<file path="config.mk">
export PLATFORM = sky130hd
export DESIGN_NAME = usec_timebase
export DESIGN_NICKNAME = d
export VERILOG_FILES = /design/src/rtl/usec_timebase_pkg.sv /design/src/rtl/usec_timebase_ctrl.sv /design/src/rtl/usec_lo_stage.sv /design/src/rtl/usec_hi_stage.sv /design/src/rtl/usec_timebase.sv
export SDC_FILE = /design/constraint.sdc
export NUM_CORES = 1
export LEC_CHECK = 0
export BUFFER_PORTS_ARGS = -buffer_cell sky130_fd_sc_hd__buf_2
export CORE_MARGIN = 2
export CORE_UTILIZATION = 60
export CTS_BUF_LIST = sky130_fd_sc_hd__clkbuf_8
export DETAILED_ROUTE_END_ITERATION = 12
export GPL_TIMING_DRIVEN = 0
export MAX_ROUTING_LAYER = met4
export PLACE_DENSITY = 0.93
export SYNTH_ARGS = -nofsm -noshare
export SYNTH_HDL_FRONTEND = slang
export SYNTH_SLANG_ARGS = --single-unit
</file>
<file path="constraint.sdc">
create_clock -name clk -period 3.55 [get_ports clk]
set_input_delay 0.355 -clock clk [delete_from_list [all_inputs] [get_ports clk]]
set_output_delay 0.355 -clock clk [all_outputs]
set_load 0.01 [all_outputs]
</file>
<file path="src/rtl/usec_timebase_pkg.sv">
package usec_timebase_pkg;

    typedef enum logic [0:0] {
        ST_IDLE = 1'b0,
        ST_RUN  = 1'b1
    } tb_state_e;

    typedef struct packed {
        logic load;
        logic count;
    } tb_cmd_t;

endpackage

</file>
<file path="src/rtl/usec_timebase_ctrl.sv">
module usec_timebase_ctrl
    import usec_timebase_pkg::*;
(
    input  logic    clk,
    input  logic    rst_n,
    input  logic    run_en,
    input  logic    restart,
    output tb_cmd_t cmd
);

    tb_state_e state_q;
    tb_state_e state_d;

    // state register
    always_ff @(posedge clk or negedge rst_n) begin
        if (!rst_n) begin
            state_q <= ST_IDLE;
        end else begin
            state_q <= state_d;
        end
    end

    // next-state logic
    always_comb begin
        state_d = state_q;
        unique case (state_q)
            ST_IDLE: state_d = run_en ? ST_RUN : ST_IDLE;
            ST_RUN:  state_d = run_en ? ST_RUN : ST_IDLE;
            default: state_d = ST_IDLE;
        endcase
    end

    // command outputs: reload in any state, count only once armed
    always_comb begin
        cmd.load  = run_en & restart;
        cmd.count = 1'b0;
        unique case (state_q)
            ST_IDLE: cmd.count = 1'b0;
            ST_RUN:  cmd.count = run_en & ~restart;
            default: cmd.count = 1'b0;
        endcase
    end

endmodule

</file>
<file path="src/rtl/usec_lo_stage.sv">
module usec_lo_stage #(
    parameter int unsigned LO_W       = 24,
    parameter int unsigned LO_PRELOAD = 9
) (
    input  logic clk,
    input  logic rst_n,
    input  logic load,
    input  logic count,
    output logic uflow
);

    localparam logic [LO_W-1:0] PRE = LO_W'(LO_PRELOAD);

    logic [LO_W-1:0] lo_q;

    always_ff @(posedge clk or negedge rst_n) begin
        if (!rst_n) begin
            lo_q <= PRE;
        end else if (load) begin
            lo_q <= PRE;
        end else if (count) begin
            lo_q <= (lo_q == '0) ? PRE : lo_q - 1'b1;
        end
    end

    assign uflow = count & (lo_q == '0);

endmodule

</file>
<file path="src/rtl/usec_hi_stage.sv">
module usec_hi_stage #(
    parameter int unsigned HI_W = 32
) (
    input  logic            clk,
    input  logic            rst_n,
    input  logic            load,
    input  logic            step,
    output logic [HI_W-1:0] obs,
    output logic            wrap
);

    localparam logic [HI_W-1:0] TOP = {HI_W{1'b1}};

    logic [HI_W-1:0] hi_q;
    logic            wrap_q;

    always_ff @(posedge clk or negedge rst_n) begin
        if (!rst_n) begin
            hi_q   <= TOP;
            wrap_q <= 1'b0;
        end else if (load) begin
            hi_q   <= TOP;
            wrap_q <= 1'b0;
        end else begin
            wrap_q <= step & (hi_q == '0);
            if (step) begin
                hi_q <= (hi_q == '0) ? TOP : hi_q - 1'b1;
            end
        end
    end

    assign obs  = ~hi_q;
    assign wrap = wrap_q;

endmodule

</file>
<file path="src/rtl/usec_timebase.sv">
module usec_timebase
    import usec_timebase_pkg::*;
#(
    parameter int unsigned LO_W       = 24,
    parameter int unsigned HI_W       = 32,
    parameter int unsigned LO_PRELOAD = 9
) (
    input  logic            clk,
    input  logic            rst_n,
    input  logic            run_en,
    input  logic            restart,
    input  logic            combine,
    output logic [HI_W-1:0] hi_obs,
    output logic            hi_wrap,
    output logic            tick_o
);

    tb_cmd_t cmd;
    logic    uflow;

    usec_timebase_ctrl u_ctrl (
        .clk     (clk),
        .rst_n   (rst_n),
        .run_en  (run_en),
        .restart (restart),
        .cmd     (cmd)
    );

    usec_lo_stage #(
        .LO_W       (LO_W),
        .LO_PRELOAD (LO_PRELOAD)
    ) u_lo (
        .clk   (clk),
        .rst_n (rst_n),
        .load  (cmd.load),
        .count (cmd.count),
        .uflow (uflow)
    );

    usec_hi_stage #(
        .HI_W (HI_W)
    ) u_hi (
        .clk   (clk),
        .rst_n (rst_n),
        .load  (cmd.load),
        .step  (uflow & combine),
        .obs   (hi_obs),
        .wrap  (hi_wrap)
    );

    assign tick_o = uflow;

endmodule

</file>
# Word level (Yosys, flattened, before mapping)
# Index checks and enable logic that the tools add are counted.
[totals] word_cells=27 regBits=58 out_inout_bits=34 inputBits=5
[classes] mux=9 n_reduce_logical=4 n_addsub=2 bitwise=8
[op_table] operator="$mux 32" n=3
[op_table] operator="$mux 24" n=3
[op_table] operator="$logic_not 32->1" n=1
[op_table] operator="$not 32->32" n=1
[op_table] operator="$sub 32x1->32 const B" n=1
[op_table] operator="$logic_not 24->1" n=1
[op_table] operator="$sub 24x1->24 const B" n=1
[op_table] operator="$and 1x1->1" n=5
[op_table] operator="$reduce_bool 2->1" n=2
[op_table] operator="$mux 1" n=2
[op_table] operator="$not 1->1" n=2
[op_table] operator="$pmux 1 s2" n=1

# Longest topological paths before layout
[logic_depth] word_depth=7 mapped_depth=9 depth_no_buf=8

# By module
# From an unflattened synthesis, not the netlist that was laid out.
[unflattened] cells_unflattened=358 hier_area_um2=3417.0
[by_module_without_submodules] module="usec_hi_stage" area_each_um2=2037.0 cells_each=214 n_inst=1 seq_area_each_um2=865.8
[by_module_without_submodules] module="usec_lo_stage" area_each_um2=1332.5 cells_each=140 n_inst=1 seq_area_each_um2=603.1
[by_module_without_submodules] module="usec_timebase_ctrl" area_each_um2=41.3 cells_each=3 n_inst=1 seq_area_each_um2=25.0
[by_module_without_submodules] module="usec_timebase" area_each_um2=6.3 cells_each=1 n_inst=1 seq_area_each_um2=0.0

# Worst setup path before layout
# No wires, ideal clock.
[synth_path] kind="flip-flop to flip-flop" start="register u_lo.lo_q[1]" end="register u_lo.lo_q[15]" path_stages_with_launch=10 n_path_buf=1 arrival_time_ns=2.526 slack_ns=0.891 synth_period_minus_slack_ns=2.659 required_time_ns=3.418 setup_ns=0.132 path_cell_list="dfrtp_1 -> inv_1 -> ha_1 -> or4b_2 -> or4_1 -> o21ai_1 -> clkbuf_1 -> a21oi_1 -> o21ai_0 -> o31ai_1"
[synth_between] elab_chain_cells=4 elab_cells_between_ends=5 classes_between="add/sub: 1; mux: 3; reduce/logical: 1"
[synth_lines] element="start: declaration" line="usec_lo_stage.sv:14" text="logic [LO_W-1:0] lo_q;"
[synth_lines] element="start signal: assignment" line="usec_lo_stage.sv:22" text="lo_q <= (lo_q == '0) ? PRE : lo_q - 1'b1;"
[synth_lines] element="$sub 24x1->24 / $logic_not 24->1 (equally long branches)" line="usec_lo_stage.sv:22"
[synth_lines] element="$mux 24 *" line="usec_lo_stage.sv:22"
[synth_lines] element="$mux 24 *" line="usec_lo_stage.sv:21" text="end else if (count) begin"
[synth_lines] element="$mux 24 *" line="usec_lo_stage.sv:19" text="end else if (load) begin"
# Every way passes the cells marked *; elsewhere a longest branch is shown, timed or not. The select of a mux whose other input is x is not followed.
# A chain may end at the register's enable or synchronous reset.

# Worst setup path in the final report
[layout_path] start="register u_lo.lo_q[4]" end="output port tick_o"
[layout_between] elab_chain_cells=2
[layout_lines] element="$logic_not 24->1" line="usec_lo_stage.sv:26" text="assign uflow = count & (lo_q == '0);"
[layout_lines] element="$and 1x1->1" line="usec_lo_stage.sv:26"
[layout_lines] element="end: declaration" line="usec_timebase.sv:15" text="output logic tick_o"
# Every way passes these cells.

==> flow_metrics.py <==
metrics = {
    "status": {
        "status": "finished, final reports clean",
    },
    "detailed_routing": {
        "drt-vias-per-instance": 6.49,
        "wl_per_cell_um": 16.8,
        "dr_total_vias": 3204,
        "drt_iter0_drc": 371,
        "drtAntennaViolNets": 0,
        "wl_um": 8290,
        "drc": 0,
        "firstDrtPassIters": 6,
    },
    "cells_and_area": {
        "synthToLayoutAreaGrowth_pct": 14.8,
        "nFillCells": 382,
        "fin_nets": 428,
        "fin_util": 0.720,
        "layout-drive-gt1-share": 0.226,
        "diodes": 0,
    },
    "synthesis": {
        "postSynth.asyncResetShare": 1.00,
        "netlist_area_mm2": 0.00322,
        "syn_avg_cell_area_um2": 8.71,
        "yosys-top-cells-area": "dfstp_2, dfrtp_1, o21ai_0",
        "yosysTopAreaCellShare": 0.277,
        "synth_largest_area_cell": "dfstp_2",
        "ys.warnings.count": 0,
        "synth_cells": 370,
        "ys_types": 44,
        "seq_area_frac_synth": 0.463,
        "synth.net_count": 379,
        "synth_ff_type": "dfstp_2",
        "synth_seq_cells": 58,
        "yosysMostFrequentCell": "o21ai_0",
        "synthTopCellsByCount": "o21ai_0, inv_1, dfstp_2",
        "synth_edf_count": 0,
    },
    "power_and_ir_drop": {
        "power_frac_clock": 0.372,
        "powerDensity_mw_per_mm2": 443,
        "p_sw_frac": 0.299,
        "combPwrFrac": 0.172,
        "p_leak_nw": 1.78,
        "internal_power_mw": 1.15,
        "p_switching_uw": 490,
        "irDropWorstVdd_mv": 0.353,
        "p_seq_frac": 0.456,
    },
    "die": {
        "io_pins": 39,
        "core_mm2": 0.00514,
        "dieArea_mm2": 0.00598,
        "rows": 26,
        "die_x_um": 77.3,
        "fp.dieH_um": 77.3,
        "initial_core_util": 0.627,
    },
    "critical_path": {
        "crit_required_ns": 3.19,
        "crit_path_end_kind": "output pin",
        "crit_fanout": 10,
        "crit_arrival_ns": 2.92,
        "rr_startpoint": "u_lo.lo_q[0]$_DFFE_PN1P_",
        "reg2reg_depth": 9,
        "crit_path_start": "u_lo.lo_q[4]$_DFFE_PN0P_",
        "worstSetupPathType": "reg -> out",
        "start_kind": "register",
    },
    "timing": {
        "grt_setup_unrepaired": "no",
        "skew_ns": 0.00903,
        "period_minus_slack_ns": 3.27,
        "setup_viol": 0,
        "slew_viol_final": 0,
        "hold_viol": 0,
        "slew_headroom": 0.268,
        "hold_slack_ns": 0.0529,
        "worst_slew_pin_slew_ns": 1.09,
        "period_share": 0.922,
        "fin_setup_tns_ns": 0,
        "max_freq_mhz": 305,
    },
    "clock_tree": {
        "postCtsSetupBuffers": 0,
        "post_cts_resized": 0,
        "cts_hold_buf": 0,
        "cts-root-buf": "clkbuf_8",
        "clk_path_buf_depth": 2,
        "cts_max_level": 3,
        "cts_made_buffers": 9,
        "cts_tree": "built",
        "insertion_delay_ns": 0.34,
        "cts.sinks": 58,
        "clkSlewWorstSetupHoldPaths_ns": 0.07,
    },
    "grt": {
        "grt_pass1_vias": 3034,
        "grt_max_degree": 59,
        "track_usage": 0.296,
        "grt_pass1_wl_um": 13900,
        "antenna_found_initial": 0,
        "grt_overflow": 0,
    },
    "placement": {
        "dp_hpwl_um": 5500,
        "place_congestion": 0.894,
        "io_buffer_count": 38,
    },
    "job": {
        "cap_violations": 0,
    },
    "worst_hold_path": {
        "hp-class": "in -> async",
    },
}
-- critical path, cell delays in order (launching register included) --
cell     delay [ns]
dfrtp_1        0.44
or4_4          0.57
or4_1          0.47
buf_2          0.17
nor2_1         0.48
and4_1         0.31
buf_2          0.14
-- power by group through the flow --
stage | Sequential (mW) | Combinational [mW] | Clock (mW)
3_5_place_dp | 0.753 | 0.269 | 0
3_3_place_gp | 0.749 | 0.259 | 0
4_1_cts | 0.745 | 0.274 | 0.615
6_report | 0.748 | 0.282 | 0.610
5_1_grt | 0.753 | 0.307 | 0.639
2_1_floorplan | 0.742 | 0.202 | 0
-- metal layers --
layer | track usage | vias up | share of wire
met5 | - | - | 0
met4 | 0.132 | 0 | 0.025
met3 | 0.0588 | 31 | 0.093
met2 | 0.470 | 219 | 0.47
met1 | 0.369 | 1508 | 0.41
li1 | - | 1446 | -
-- cell families after synthesis --
logic type / synth area share
simple gates: 0.248
compound gates: 0.190
flops: 0.463
xor+xnor: 0.0217
buf+inv: 0.0613
fa+ha+maj: 0.0155
-- through the flow --
step | instance area (um2) | setup WS (ns) | total power, mW | std cells
finish | 3700 | 0.275 | 1.64 | 494
global route | 3700 | 0.123 | 1.70 | 494
CTS | 3700 | 0.326 | 1.63 | 494
detailed placement | 3500 | 0.438 | 1.02 | 478
global placement | 3500 | 0.561 | 1.01 | 478
floorplan | 3220 | 0.891 | 0.945 | 370
-- area by class of cell --
cell class	count	area, um2	area share
Tap cell	70	87.6	0.0237
Clock inverter	5	46.3	0.0125
Buffer	15	66.3	0.0179
Inverter	35	131	0.0355
Timing Repair Buffer	38	193	0.0520
Multi-Input combinational cell	262	1530	0.414
Clock buffer	11	151	0.0409
Sequential cell	58	1490	0.404
-- cells in the final DEF (no fill, tap or decap), types with 3 or more instances in the layout --
cell | Yosys | routed
buf_2 | 2 | 39
o21ai_0 | 39 | 39
inv_1 | 35 | 38
dfstp_2 | 34 | 34
nand2_1 | 31 | 31
nand3_1 | 26 | 26
nor2_1 | 25 | 25
dfrtp_1 | 24 | 24
o31ai_1 | 15 | 15
nor3_1 | 14 | 14
clkbuf_1 | 12 | 12
a21oi_1 | 12 | 12
clkbuf_8 | 0 | 11
or4_1 | 9 | 9
nor4_1 | 9 | 9
xnor2_1 | 8 | 8
or3_1 | 7 | 7
nand4_1 | 6 | 6
a31oi_1 | 6 | 6
o41ai_1 | 6 | 6
or2_2 | 4 | 4
nand2b_1 | 4 | 4
o21ai_1 | 4 | 4
and3_1 | 4 | 4
ha_1 | 4 | 4
o221ai_1 | 3 | 3
o211ai_1 | 3 | 3
-- path summary, 6_finish.rpt --
check	endpoint	slack [ns]
worst max-delay path	tick_o	0.28
worst min-delay path	u_lo.lo_q[9]$_DFFE_PN0P_	0.05
worst max register to register	u_lo.lo_q[4]$_DFFE_PN0P_	0.31
worst min register to register	u_lo.lo_q[15]$_DFFE_PN0P_	0.50
max in group asynchronous	u_lo.lo_q[5]$_DFFE_PN0P_	3.00
min in group clk	u_ctrl.state_q$_DFF_PN0_	0.22
-- flip-flops by register name (all words and copies together) (netlist names) --
name and flops:
u_hi.hi_q 32, u_hi.wrap 1, u_lo.lo_q 24, u_ctrl.state_q 1
Note: power is estimated with default switching activity, not from simulation.
